**config.mk**
```make
export PLATFORM = sky130hd
export DESIGN_NAME = rmsm_unit
export DESIGN_NICKNAME = d
export VERILOG_FILES = /design/src/rtl/rmsm_pkg.sv /design/src/rtl/rmsm_barrel.sv /design/src/rtl/rmsm_ctrl.sv /design/src/rtl/rmsm_datapath.sv /design/src/rtl/rmsm_unit.sv
export SDC_FILE = /design/constraint.sdc
export NUM_CORES = 1
export LEC_CHECK = 0
export ABC_CLOCK_PERIOD_IN_PS = 2500
export BUFFER_PORTS_ARGS = -buffer_cell sky130_fd_sc_hd__buf_2
export CAP_MARGIN = 20
export CORE_MARGIN = 2
export CORE_UTILIZATION = 49
export CTS_BUF_LIST = sky130_fd_sc_hd__clkbuf_8 sky130_fd_sc_hd__clkbuf_16
export DETAILED_ROUTE_END_ITERATION = 16
export PLACE_DENSITY = 0.78
export SYNTH_ARGS = -nofsm -noshare
export SYNTH_HDL_FRONTEND = slang
export SYNTH_SLANG_ARGS = --single-unit
```
**constraint.sdc**
```tcl
create_clock -name clk -period 2.5 [get_ports clk]
set_input_delay 0.375 -clock clk [delete_from_list [all_inputs] [get_ports clk]]
set_output_delay 0.375 -clock clk [all_outputs]
set_load 0.02 [all_outputs]
```
**src/rtl/rmsm_pkg.sv**
```systemverilog
package rmsm_pkg;

  typedef enum logic [1:0] {
    SRC_REG = 2'd0,
    SRC_BUS = 2'd1,
    SRC_IMM = 2'd2,
    SRC_ALT = 2'd3
  } srcKind_e;

  typedef enum logic [1:0] {
    DST_REG  = 2'd0,
    DST_BUS  = 2'd1,
    DST_ADDR = 2'd2,
    DST_OPND = 2'd3
  } dstKind_e;

  // Strobes from the control decode to the datapath stages
  typedef struct packed {
    logic rotEn;
    logic maskEn;
    logic shiftEn;
    logic mergeEn;
    logic regDrive;
    logic bufWr;
  } stageCtl_t;

endpackage

```
**src/rtl/rmsm_barrel.sv**
```systemverilog
// Log-depth barrel: right rotate (ROTATE=1) or left shift with zero fill (ROTATE=0)
module rmsm_barrel #(
  parameter int W      = 8,
  parameter bit ROTATE = 1'b1,
  localparam int CW    = $clog2(W)
) (
  input  logic [W-1:0]  dataIn,
  input  logic [CW-1:0] amt,
  output logic [W-1:0]  dataOut
);

  logic [W-1:0] stg [CW+1];

  assign stg[0] = dataIn;

  for (genvar k = 0; k < CW; k++) begin : g_level
    localparam int D = 1 << k;
    if (ROTATE) begin : g_rot
      assign stg[k+1] = amt[k] ? {stg[k][D-1:0], stg[k][W-1:D]} : stg[k];
    end else begin : g_shl
      assign stg[k+1] = amt[k] ? {stg[k][W-1-D:0], {D{1'b0}}} : stg[k];
    end
  end

  assign dataOut = stg[CW];

endmodule

```
**src/rtl/rmsm_ctrl.sv**
```systemverilog
module rmsm_ctrl
  import rmsm_pkg::*;
(
  input  logic      opValid,
  input  logic [1:0] srcKind,
  input  logic [1:0] dstKind,
  output stageCtl_t ctl
);

  logic srcIsBus;
  logic srcIsImm;
  logic dstIsBus;

  always_comb begin
    srcIsBus = (srcKind == SRC_BUS);
    srcIsImm = (srcKind == SRC_IMM);
    dstIsBus = (dstKind == DST_BUS);

    ctl = '0;
    // rotate: any bus source, or a register source heading to a non-bus target
    ctl.rotEn    = srcIsBus || (!srcIsImm && !dstIsBus);
    // mask: only bus input is cut to a field
    ctl.maskEn   = srcIsBus;
    // shift and merge: only on the way out to the bus
    ctl.shiftEn  = dstIsBus;
    ctl.mergeEn  = dstIsBus;
    ctl.regDrive = !dstIsBus;
    ctl.bufWr    = opValid && dstIsBus;
  end

endmodule

```
**src/rtl/rmsm_datapath.sv**
```systemverilog
module rmsm_datapath
  import rmsm_pkg::*;
#(
  parameter int           W       = 8,
  parameter logic [W-1:0] BUF_RST = '0,
  localparam int          CW      = $clog2(W)
) (
  input  logic          clk,
  input  logic          rstN,
  input  stageCtl_t     ctl,
  input  logic [W-1:0]  srcByte,
  input  logic [CW-1:0] rotAmt,
  input  logic [CW-1:0] fieldLen,
  input  logic [CW-1:0] shiftAmt,
  output logic [W-1:0]  regOut,
  output logic [W-1:0]  busOut
);

  logic [W-1:0] rotRaw;
  logic [W-1:0] rotVal;
  logic [W-1:0] lenMask;
  logic [W-1:0] mskVal;
  logic [W-1:0] shRaw;
  logic [W-1:0] shVal;
  logic [W-1:0] fieldMaskSh;
  logic [W-1:0] mergeMask;
  logic [W-1:0] merged;
  logic [W-1:0] bufQ;

  // Stage 1: rotate right
  rmsm_barrel #(.W(W), .ROTATE(1'b1)) u_rot (
    .dataIn (srcByte),
    .amt    (rotAmt),
    .dataOut(rotRaw)
  );

  assign rotVal = ctl.rotEn ? rotRaw : srcByte;

  // Stage 2: keep fieldLen low bits, zero length meaning the whole byte
  always_comb begin
    for (int i = 0; i < W; i++) begin
      lenMask[i] = (fieldLen == '0) || (CW'(i) < fieldLen);
    end
  end

  assign mskVal = ctl.maskEn ? (rotVal & lenMask) : rotVal;

  // Stage 3: shift left to the insertion point
  rmsm_barrel #(.W(W), .ROTATE(1'b0)) u_shl (
    .dataIn (mskVal),
    .amt    (shiftAmt),
    .dataOut(shRaw)
  );

  assign shVal = ctl.shiftEn ? shRaw : mskVal;

  // Field position mask follows the data through an identical shifter
  rmsm_barrel #(.W(W), .ROTATE(1'b0)) u_mshl (
    .dataIn (lenMask),
    .amt    (shiftAmt),
    .dataOut(fieldMaskSh)
  );

  // Stage 4: merge into the held buffer
  assign mergeMask = ctl.mergeEn ? fieldMaskSh : '0;
  assign merged    = (bufQ & ~mergeMask) | (shVal & mergeMask);

  always_ff @(posedge clk or negedge rstN) begin
    if (!rstN) begin
      bufQ <= BUF_RST;
    end else if (ctl.bufWr) begin
      bufQ <= merged;
    end
  end

  assign regOut = ctl.regDrive ? mskVal : '0;
  assign busOut = merged;

endmodule

```
**src/rtl/rmsm_unit.sv**
```systemverilog
module rmsm_unit
  import rmsm_pkg::*;
#(
  parameter int W  = 8,
  localparam int CW = $clog2(W)
) (
  input  logic          clk,
  input  logic          rstN,
  input  logic          opValid,
  input  logic [1:0]    srcKind,
  input  logic [1:0]    dstKind,
  input  logic [W-1:0]  srcByte,
  input  logic [CW-1:0] rotAmt,
  input  logic [CW-1:0] fieldLen,
  input  logic [CW-1:0] shiftAmt,
  output logic [W-1:0]  regOut,
  output logic [W-1:0]  busOut
);

  stageCtl_t ctl;

  rmsm_ctrl u_ctrl (
    .opValid(opValid),
    .srcKind(srcKind),
    .dstKind(dstKind),
    .ctl    (ctl)
  );

  rmsm_datapath #(.W(W)) u_dp (
    .clk     (clk),
    .rstN    (rstN),
    .ctl     (ctl),
    .srcByte (srcByte),
    .rotAmt  (rotAmt),
    .fieldLen(fieldLen),
    .shiftAmt(shiftAmt),
    .regOut  (regOut),
    .busOut  (busOut)
  );

endmodule

```
---- After elaboration in Yosys (flattened, before gate mapping) ----
Cells that the tools add are included.
storage, ports and cells
  register bits ........................... 8
  latch bits .............................. 0
  bits in writable memories ............... 0
  bits in read-only memories .............. 0
  word-level logic and storage cells ...... 45
  memories kept ........................... 0
operators by class
  add/sub/neg operators ................... 0
  multiply operators ...................... 0
  div/mod/pow operators ................... 0
  magnitude comparators ................... 8
  equality and inequality tests ........... 3
  shift operators ......................... 0
  mux-type cells .......................... 14
  bitwise logic cells ..................... 5
  reductions and logical operators ........ 14
operators by type and width
  cell                count
  $mux 8              14
  $and 8x8->8         3
  $lt 3x3->1 const A  4
  $logic_or 1x1->1    9
  $not 8->8           1
  $or 8x8->8          1
  $lt 1x3->1 const A  2
  $lt 2x3->1 const A  2
  $eq 2x1->1 const B  2
  $logic_not 3->1     1
  $eq 2x2->1 const B  1
  $logic_and 1x1->1   2
  $logic_not 1->1     2

---- Logic depth before layout (Yosys ltp) ----
  word-level depth ........................ 13
  gate-level depth with buffers ........... 9

---- Cells and area by module ----
Synthesis repeated with hierarchy kept, for this count alone.
second synthesis, totals
  cell total of the unflattened synthesis .. 202
  area, all modules ....................... 1846.8 um^2
by module, submodules not included
  module                          instances  cells an instance  area an instance (um^2)  seq. area each (um^2)
  rmsm_datapath                   1          117                904.6                    200.2
  rmsm_barrel at u_dp.u_mshl ...  2          28                 274.0                    0.0
  rmsm_barrel at u_dp.u_rot       1          19                 326.6                    0.0
  rmsm_ctrl                       1          10                 67.6                     0.0

---- Worst setup path before layout ----
Ideal clock, no wire load.
  path type ............................... in2out
  start point ............................. input rotAmt[1]
  end point ............................... output busOut[2]
  data arrival time ....................... 2168 ps
  slack ................................... -43 ps
  stages on the path ...................... 7
  path buffers ............................ 1
  path through ............................ buf_6 -> mux2_4 -> mux4_2 -> nand3_2 -> o311ai_4 -> mux2_2 -> mux2_2
on the way
  word-level cells in the longest chain between the ends .. 11
ends and longest elaborated chain
  item                      RTL line             RTL
  from (decl)               rmsm_unit.sv:13      input logic [CW-1:0] rotAmt,
  $mux 8 (*) (2 in series)  rmsm_barrel.sv:19    assign stg[k+1] = amt[k] ? {stg[k][D-1:0], stg[k][W-1:D]} : stg[k];
  $mux 8 (*)                rmsm_datapath.sv:37  assign rotVal = ctl.rotEn ? rotRaw : srcByte;
  $and 8x8->8               rmsm_datapath.sv:46  assign mskVal = ctl.maskEn ? (rotVal & lenMask) : rotVal;
  $mux 8 (*)                rmsm_datapath.sv:46
  $mux 8 (3 in series)      rmsm_barrel.sv:21    assign stg[k+1] = amt[k] ? {stg[k][W-1-D:0], {D{1'b0}}} : stg[k];
  $mux 8 (*)                rmsm_datapath.sv:55  assign shVal = ctl.shiftEn ? shRaw : mskVal;
  $and 8x8->8 (*)           rmsm_datapath.sv:66  assign merged = (bufQ & ~mergeMask) | (shVal & mergeMask);
  $or 8x8->8 (*)            rmsm_datapath.sv:66
  to (decl)                 rmsm_unit.sv:17      output logic [W-1:0] busOut
Every way passes the cells marked *; elsewhere a longest branch is shown, timed or not.

---- Worst setup path after layout ----
  start point ............................. input rotAmt[1]
  end point ............................... output busOut[6]
Same word-level chain as after synthesis.

==> out/results.ini <==
[status]
outcome=complete, but fails checks
violations=setup timing

[clock_network]
clkLatencyLatePin_ns=0.24
cts_tree=done
clk_path_buf_depth=2
path_clk_slew_ns=0.05
cts_num_sinks=8
root_buffer=clkbuf_8
ctsHtreeMaxLevel=1
cts-buffers-inserted=3

[cells_and_area]
stdcell_count=354
area_delta_synth_final_pct=63.9
drive_gt1_share_pct=50.3
largest_reg_flops=8
diodes=0
regMostFlops=u_dp.bufQ
nNetsFinal=336
top_regs=u_dp.bufQ x8
stdcell_area_um2=2530

[hold_path]
worst_hold_path_type=in -> async

[job]
max_cap_violations=0

[synthesis]
synthCells=212
synth.largest_area_cell=dfrtp_1
synthTopCellsByCount=nor2_1, nand2_1, a21oi_1
synth_top_area_share_pct=13.0
syn_area_um2=1540
yosysSeqAreaShare_pct=13.0
ys_seq_elements=8
syn_area_per_cell_um2=7.27
syn-num-nets=236
synthArstFlopShare_pct=100
synth_flop_cell=dfrtp_1
yosys_warnings=0
synthDistinctLibCells=52
ys_top_cells_by_area=dfrtp_1, mux2_2, nor2_1, a22oi_1, nand2_1
synth.most_common_cell=nor2_1
synth_edf_count=0

[global_routing]
antenna_found_initial=0
grt_pass1_vias=2148
grt_max_degree=17
grt_use_total_pct=37.3
overflow=0
grt_pass1_wl_um=10200

[worst_setup_path]
crit_path_start_kind=primary input
crit_type=in -> out
crit_buf_inv=3
critPathMaxFanout=7
crit_family=simple AND/OR/NAND/NOR gates
path_cells=buf_12, buf_12, mux2i_4, o2bb2a_1, a31oi_2, nor2_2, o32ai_1, or4_4, nand2_1, buf_6
crit_path_top_delay_cell=or4_4
cp_common_cell=buf_12
cp_slowest_stage_delay_ns=0.59
arrival_ns=2.42
cp_data_required_time_ns=2.12
endpoint_kind=output port

[power_and_ir_drop]
ir_drop_v=0.000453
p_leak_nw=1.13
powerDensity_nw_per_um2=426

[sta]
fmax_ghz=0.358
fin_crit_ns=2.79
setup_ws_ns=-0.291
finalHoldViolations=0
worst_pin_slew_ns=0.646
fin_crit_sh_pct=112
relSlewSlack_pct=55.8
drv_slew=0
rsz0062_at_grt=true
finalClockSkew_ns=0
setup_viol=7

[routing]
first_pass_iters=5
vias_per_cell=6.51
ant_nets=0
routed_wl_um=6790
drc_errors=0
wl_per_cell_um=19.2
drt_iter0_markers=286
num_vias=2305

[placed_design]
dp_hpwl_um=4450
place_area_um2=2210
dpl.cell_count=341
place_congestion=0.964
portBuffers=39

[floorplan]
dieArea_um2=3610
rows=20
initial_core_util_pct=50.9
dieHeight_um=60.1
fp.dieW_um=60.1
core_area_um2=3030
ios=40

==> power breakdown <==
part           leakage [nW]  switching [mW]  internal [mW]  total (mW)
Clock                0.0216          0.0577          0.105       0.163
Sequential            0.100          0.0229          0.168       0.190
Combinational          1.01           0.372          0.351       0.723
Total                  1.13           0.452          0.624        1.08
==> final timing paths <==
| check | cells after the start | slack (ns) | startpoint | endpoint |
|---|---|---|---|---|
| min in group clk | 1 | 0.52 | u_dp.bufQ[2] | u_dp.bufQ[2] |
| setup reg to reg | 3 | 1.56 | u_dp.bufQ[0] | u_dp.bufQ[0] |
| hold reg to reg | 1 | 0.52 | u_dp.bufQ[2] | u_dp.bufQ[2] |
| max in group asynchronous | 2 | 1.79 | rstN | u_dp.bufQ[3] |
| setup / recovery | 10 | -0.29 | rotAmt[1] | busOut[6] |
| hold / removal | 2 | 0.52 | rstN | u_dp.bufQ[4] |
==> kinds of logic after synthesis <==
family	synth area share, %
AO/OA/AOI/OAI	32.4
AND/OR/NAND/NOR	29.1
multiplexers	19.7
XOR/XNOR	0.568
flip-flops	13.0
buffers and inverters	5.28
==> cell type report <==
type                       instances  area, um^2
clock buffer                       3        41.3
fill                             183         502
inverter                           3        11.3
multi-input combinational        185        1390
sequential                         8         200
tap                               44        55.1
timing repair buffer             111         825
==> per-layer routing <==
| metal | up-vias | routed length, um | track usage, % |
|---|---|---|---|
| met5 | - | 0 | 0 |
| met4 | 0 | 352 | 12.1 |
| met3 | 52 | 663 | 8.66 |
| met2 | 201 | 3200 | 62.9 |
| met1 | 1050 | 2570 | 46.7 |
| li1 | 1002 | - | - |
==> worst register-to-register path, delay by kind of cell (launching register included) <==
family	cells	cell delay, ns
compound gates	1	0.09
flops	1	0.38
mux	1	0.29
simple gates	1	0.06
==> through the flow <==
stage	setup slack, ns	util [%]	hold slack (ns)	power, mW	setup TNS (ns)
2_1_floorplan	0.000270	-	0.0794	0.537	0
3_3_place_gp	-0.315	72.9	0.223	0.756	-1.89
3_5_place_dp	-0.346	72.9	0.232	0.773	-2.12
4_1_cts	-0.152	81.1	0.509	1.01	-0.785
5_1_grt	-0.317	83.4	0.523	1.12	-1.73
6_report	-0.291	83.4	0.516	1.08	-1.43
==> what timing repair did <==
action,in CTS,in global routing
endpoints found under the hold margin,8,0
hold buffers,1,0
cloned,0,0
setup endpoints to repair,7,7
buffers inserted,8,3
gates resized for setup,37,13
pin swaps,17,5
==> layout by cell type (no fill, tap or decap), types with 3 or more instances in the layout <==
cell / count
buf_4: 66
buf_2: 31
nand2_1: 24
nor2_1: 20
a21oi_1: 13
nor3_1: 12
a22oi_1: 11
buf_6: 11
nand3_1: 9
dfrtp_1: 8
o21ai_0: 7
mux2_4: 7
mux2_2: 7
nand2b_1: 4
nor2b_1: 4
nor2_2: 4
inv_1: 3
or3_1: 3
mux2i_1: 3
mux2i_4: 3
nor4_1: 3
o22a_1: 3
clkbuf_8: 3
Note: power is estimated with default switching activity, not from simulation.
